[config.mk]
export PLATFORM = sky130hd
export DESIGN_NAME = sram_lane_writer
export DESIGN_NICKNAME = d
export VERILOG_FILES = /design/src/rtl/sram_lane_pkg.sv /design/src/rtl/sram_lane_writer.sv
export SDC_FILE = /design/constraint.sdc
export NUM_CORES = 1
export LEC_CHECK = 0
export BUFFER_PORTS_ARGS = -buffer_cell sky130_fd_sc_hd__buf_2
export CAP_MARGIN = 20
export CORE_UTILIZATION = 40
export CTS_CLUSTER_SIZE = 30
export DETAILED_ROUTE_END_ITERATION = 12
export PLACE_DENSITY = 0.78
export SKIP_CTS_REPAIR_TIMING = 1
export SLEW_MARGIN = 10
export SYNTH_ARGS = -nofsm -noshare
export SYNTH_HDL_FRONTEND = slang
export SYNTH_SLANG_ARGS = --single-unit
[constraint.sdc]
create_clock -name clk -period 1.1 [get_ports clk]
set_clock_uncertainty 0.1 [all_clocks]
set_input_delay 0.275 -clock clk [delete_from_list [all_inputs] [get_ports clk]]
set_output_delay 0.275 -clock clk [all_outputs]
set_load 0.01 [all_outputs]
[src/rtl/sram_lane_pkg.sv]
package sram_lane_pkg;
    // Per-lane decoded mode
    typedef enum logic [1:0] {
        LM_DESEL,
        LM_OFF,
        LM_READ,
        LM_WRITE
    } lane_mode_t;

    // Per-lane write sequencer
    typedef enum logic {
        WS_IDLE,
        WS_OPEN
    } wr_state_t;
endpackage

[src/rtl/sram_lane_writer.sv]
module sram_lane_writer
    import sram_lane_pkg::*;
#(
    parameter int AW = 10,
    parameter int DW = 8
) (
    input  logic          clk,
    input  logic          rst_n,
    input  lane_mode_t    mode,
    input  logic [AW-1:0] addr,
    input  logic [DW-1:0] din,
    output logic          commit,
    output logic [AW-1:0] commit_addr,
    output logic [DW-1:0] commit_data
);
    wr_state_t state, state_nx;
    logic      in_window;

    assign in_window = (mode == LM_WRITE);

    always_ff @(posedge clk or negedge rst_n) begin
        if (!rst_n) state <= WS_IDLE;
        else        state <= state_nx;
    end

    always_comb begin
        state_nx = state;
        unique case (state)
            WS_IDLE: if (in_window)  state_nx = WS_OPEN;
            WS_OPEN: if (!in_window) state_nx = WS_IDLE;
            default: state_nx = WS_IDLE;
        endcase
    end

    // Last sample of the window is the one committed
    always_ff @(posedge clk) begin
        if (in_window) begin
            commit_addr <= addr;
            commit_data <= din;
        end
    end

    always_comb begin
        commit = 1'b0;
        unique case (state)
            WS_IDLE: commit = 1'b0;
            WS_OPEN: commit = !in_window;
            default: commit = 1'b0;
        endcase
    end

    // a commit is always preceded by a cycle inside the window
    assert_commit_after_window_R7: assert property (@(posedge clk) disable iff (!rst_n)
        commit |-> $past(mode == LM_WRITE));

    // each window yields exactly one commit
    assert_single_commit_R8: assert property (@(posedge clk) disable iff (!rst_n)
        commit |=> !commit);
endmodule

* Yosys cells after proc, flatten, opt, wreduce, memory -nomap -nowiden
Index checks and enable logic that the tools add are counted.
Cells by class: multiplexer cells 2, eq/ne operators 1, reductions and logical operators 1, bitwise logic cells 1
Operators by type and width (number):
- 2-bit equality test (second input constant) | 1
- 1-bit case mux with 2 select lines | 1
- 1-bit zero test | 1
- 1-bit two-way mux | 1
- 1-bit NOT | 1
Storage, ports and cells: word-level logic and storage cells 8, input port bits 22, register bits 19

* Longest topological paths before layout
depth after elaboration 3, gate-level depth with buffers 1, gate-level depth less buffers 1

* Worst setup path after synthesis
No wires, ideal clock.
path kind input -> register, from input mode[0], to register commit_addr[0], enable pin, stages 1, data arrival time 761 ps, path slack -137 ps, data required time 624 ps, cell sequence and2_1
On the way: longest elaborated chain between the ends 1
Ends and longest elaborated chain:
- from (decl) | RTL line sram_lane_writer.sv:9 | input lane_mode_t mode,
- 2-bit equality test | RTL line sram_lane_writer.sv:19 | assign in_window = (mode == LM_WRITE);
- to (signal assigned) | RTL line sram_lane_writer.sv:38 | commit_addr <= addr;
- to (decl) | RTL line sram_lane_writer.sv:13 | output logic [AW-1:0] commit_addr,
Every way passes these cells. A chain may end at the register's enable or synchronous reset.

* Worst setup path after layout
from register state, to output commit
On the way: longest elaborated chain between the ends 2
Ends and longest elaborated chain:
- from (decl) | RTL line sram_lane_writer.sv:16 | wr_state_t state, state_nx;
- from (signal assigned) | RTL line sram_lane_writer.sv:23 | else state <= state_nx;
- 1-bit NOT
- 1-bit case mux with 2 select lines * | RTL line sram_lane_writer.sv:45 | unique case (state)
- to (decl) | RTL line sram_lane_writer.sv:12 | output logic commit,
Mark *: on every way between the ends. The rest lies on a longest branch, timed or not.

==> metrics <==
cells after synthesis=22; cell with the most instances after synthesis=edfxtp_1; Mapped Avg Cell Area=26.6 um^2; slowest CP cell=dfrtp_1; Critical Path Sink Type=output port; antenna cells=0; Critical Path AT=0.91 ns; DR WL/cell=11.5 um; Async S/R FF share, synth=5.26%; Fmax=779 MHz; clk slew on worst S/H paths=0.10 ns; fin crit period=1.28 ns; share of layout cells above drive strength 1=67.6%; Design Area, Final=863 um^2; Yosys top cell area share=92.3%; Setup-failing EPs final=19; main combinational cell family by area after synthesis=simple AND/OR/NAND/NOR gates; CTS root buf=clkbuf_4; RSZ-0062 raised after global routing=yes; Worst Setup Start Kind=flip-flop; final worst-path cycle share=117%; Die W=40.3 um; Post-Layout Cell Count=83; GPL Wtd Cong=0.609; Buffers & Inverters on Critical Path=1; Worst Path Max Fanout=1; Synth Cell Area=586 um^2; worst-path cell chain=a21boi_1 > buf_2; number of routed nets with antenna violations=0; final-stage net count=91; Final Hold Fails=0; vias in the first global route=302; measured slew at the worst slew-check pin=0.105 ns; Yosys top cell by area=edfxtp_1; CP startpoint=state; CTS tree=yes; top cells by area, synth=edfxtp_1, dfrtp_1, and2_1, a21boi_1; min-delay src=din[3]; core area=0.00133 mm^2; cell family with most CP delay=flip-flops; total power=1310 uW; total global-route track usage=12.9%; PD cells=1520 mW/mm^2; Worst Hold Class=in2reg; post-synthesis sequential area ratio=96.6%; Pins Over Slew Limit=0; Die Ht=40.3 um; vias per cell=4.36; Initial Util=43.9%; Boundary Pins=41; Seq cells post-synth=19; post-route setup slack=-0.184 ns; pin count of the biggest net entering global routing=19; Mapped Nets=44; Worst Path Required=0.72 ns; slew margin rel.=93.0%; initial antenna violation count=0; Max Cap Viol=0; Synth Area in Compound Gates=1.28%; first-pass GRT wire length=1290 um; IO buf count=40; adder-cell area share of the yosys netlist=0%; Setup CP Type=reg2out; Top FF cell, synth=edfxtp_1; Layout area overhead=47.4%; final core utilization=64.7%; CTS buffer count=3; top post-synthesis cells by count=edfxtp_1, and2_1, a21boi_1, dfrtp_1; DIE AREA=0.00162 mm^2; P_leak=0.000380 uW; YS warnings=0; failing checks=negative setup slack; Cell variety after synth=4; vias=362; status=finished, violations left; worst ir drop on vdd=0.773 mV; Post-synth EDFFs=18; final HPWL from detailed placement=758 um; buffer depth of the longest clock path=2; proportion of synthesized area in mux cells=0%; TritonRoute pass-1 iters=1; dpl cell area=826 um^2; CP max stage delay=0.38 ns; Inst Count DP=78; WL final=958 um; final routed DRC violation total=0; htree depth=1; gr ovfl total=0; Final Hold Slack=0.0592 ns; Synth Area in Simple Gates=2.14%; drt first-iter violations=0; Synth Area in XOR/XNOR=0%; clock sinks=19; FP Rows=13
==> stage by stage <==
step           setup slack (ns)  setup TNS [ns]
3_3_place_gp             0.0230               0
4_1_cts                  -0.193           -1.56
5_1_grt                  -0.244           -2.28
2_1_floorplan            0.0628               0
3_5_place_dp             0.0139               0
6_report                 -0.184           -1.37
==> flip-flops by register name (all words and copies together) (netlist names) <==
name,flops
commit_data,8
state,1
commit_addr,10
==> path summary, 6_finish.rpt <==
| kind | end | cells after the start |
|---|---|---|
| worst max-delay path | commit | 2 |
| min in group asynchronous | state | 2 |
| worst min-delay path | commit_data[3] | 1 |
| max in group asynchronous | state | 2 |
==> report_power, final <==
part,switching (uW),internal [uW]
logic,64.6,67.8
registers,9.03,843
clock network,190,135
total,264,1050
==> final cells by class <==
cell class / count / area, um^2
clock buffer: 3 / 22.5
sequential: 19 / 566
timing repair buffer: 42 / 230
multi-input combinational: 3 / 21.3
fill: 103 / 470
clock inverter: 1 / 5.00
tap: 15 / 18.8
==> per-layer routing <==
layer	vias up	part of all wire (%)	GRT usage, %	routed length (um)
li1	177	-	-	-
met5	-	0	0	0
met1	161	35	15.1	334
met2	22	53	21.0	507
met4	0	0.73	5.00	7
met3	2	11	5.56	109
==> cells by family after synthesis <==
family	after synthesis
AO/OA/AOI/OAI	1
AND/OR/NAND/NOR	2
flip-flops	19
==> cells in the final DEF, fill, tap and decap left out <==
master and n:
buf_2 40, edfxtp_1 18, clkbuf_4 3, and2_1 1, a21boi_1 1, and2_2 1, clkinv_2 1, dlygate4sd3_1 1
buf_12 1, dfrtp_1 1
Note: power is estimated with default switching activity, not from simulation.
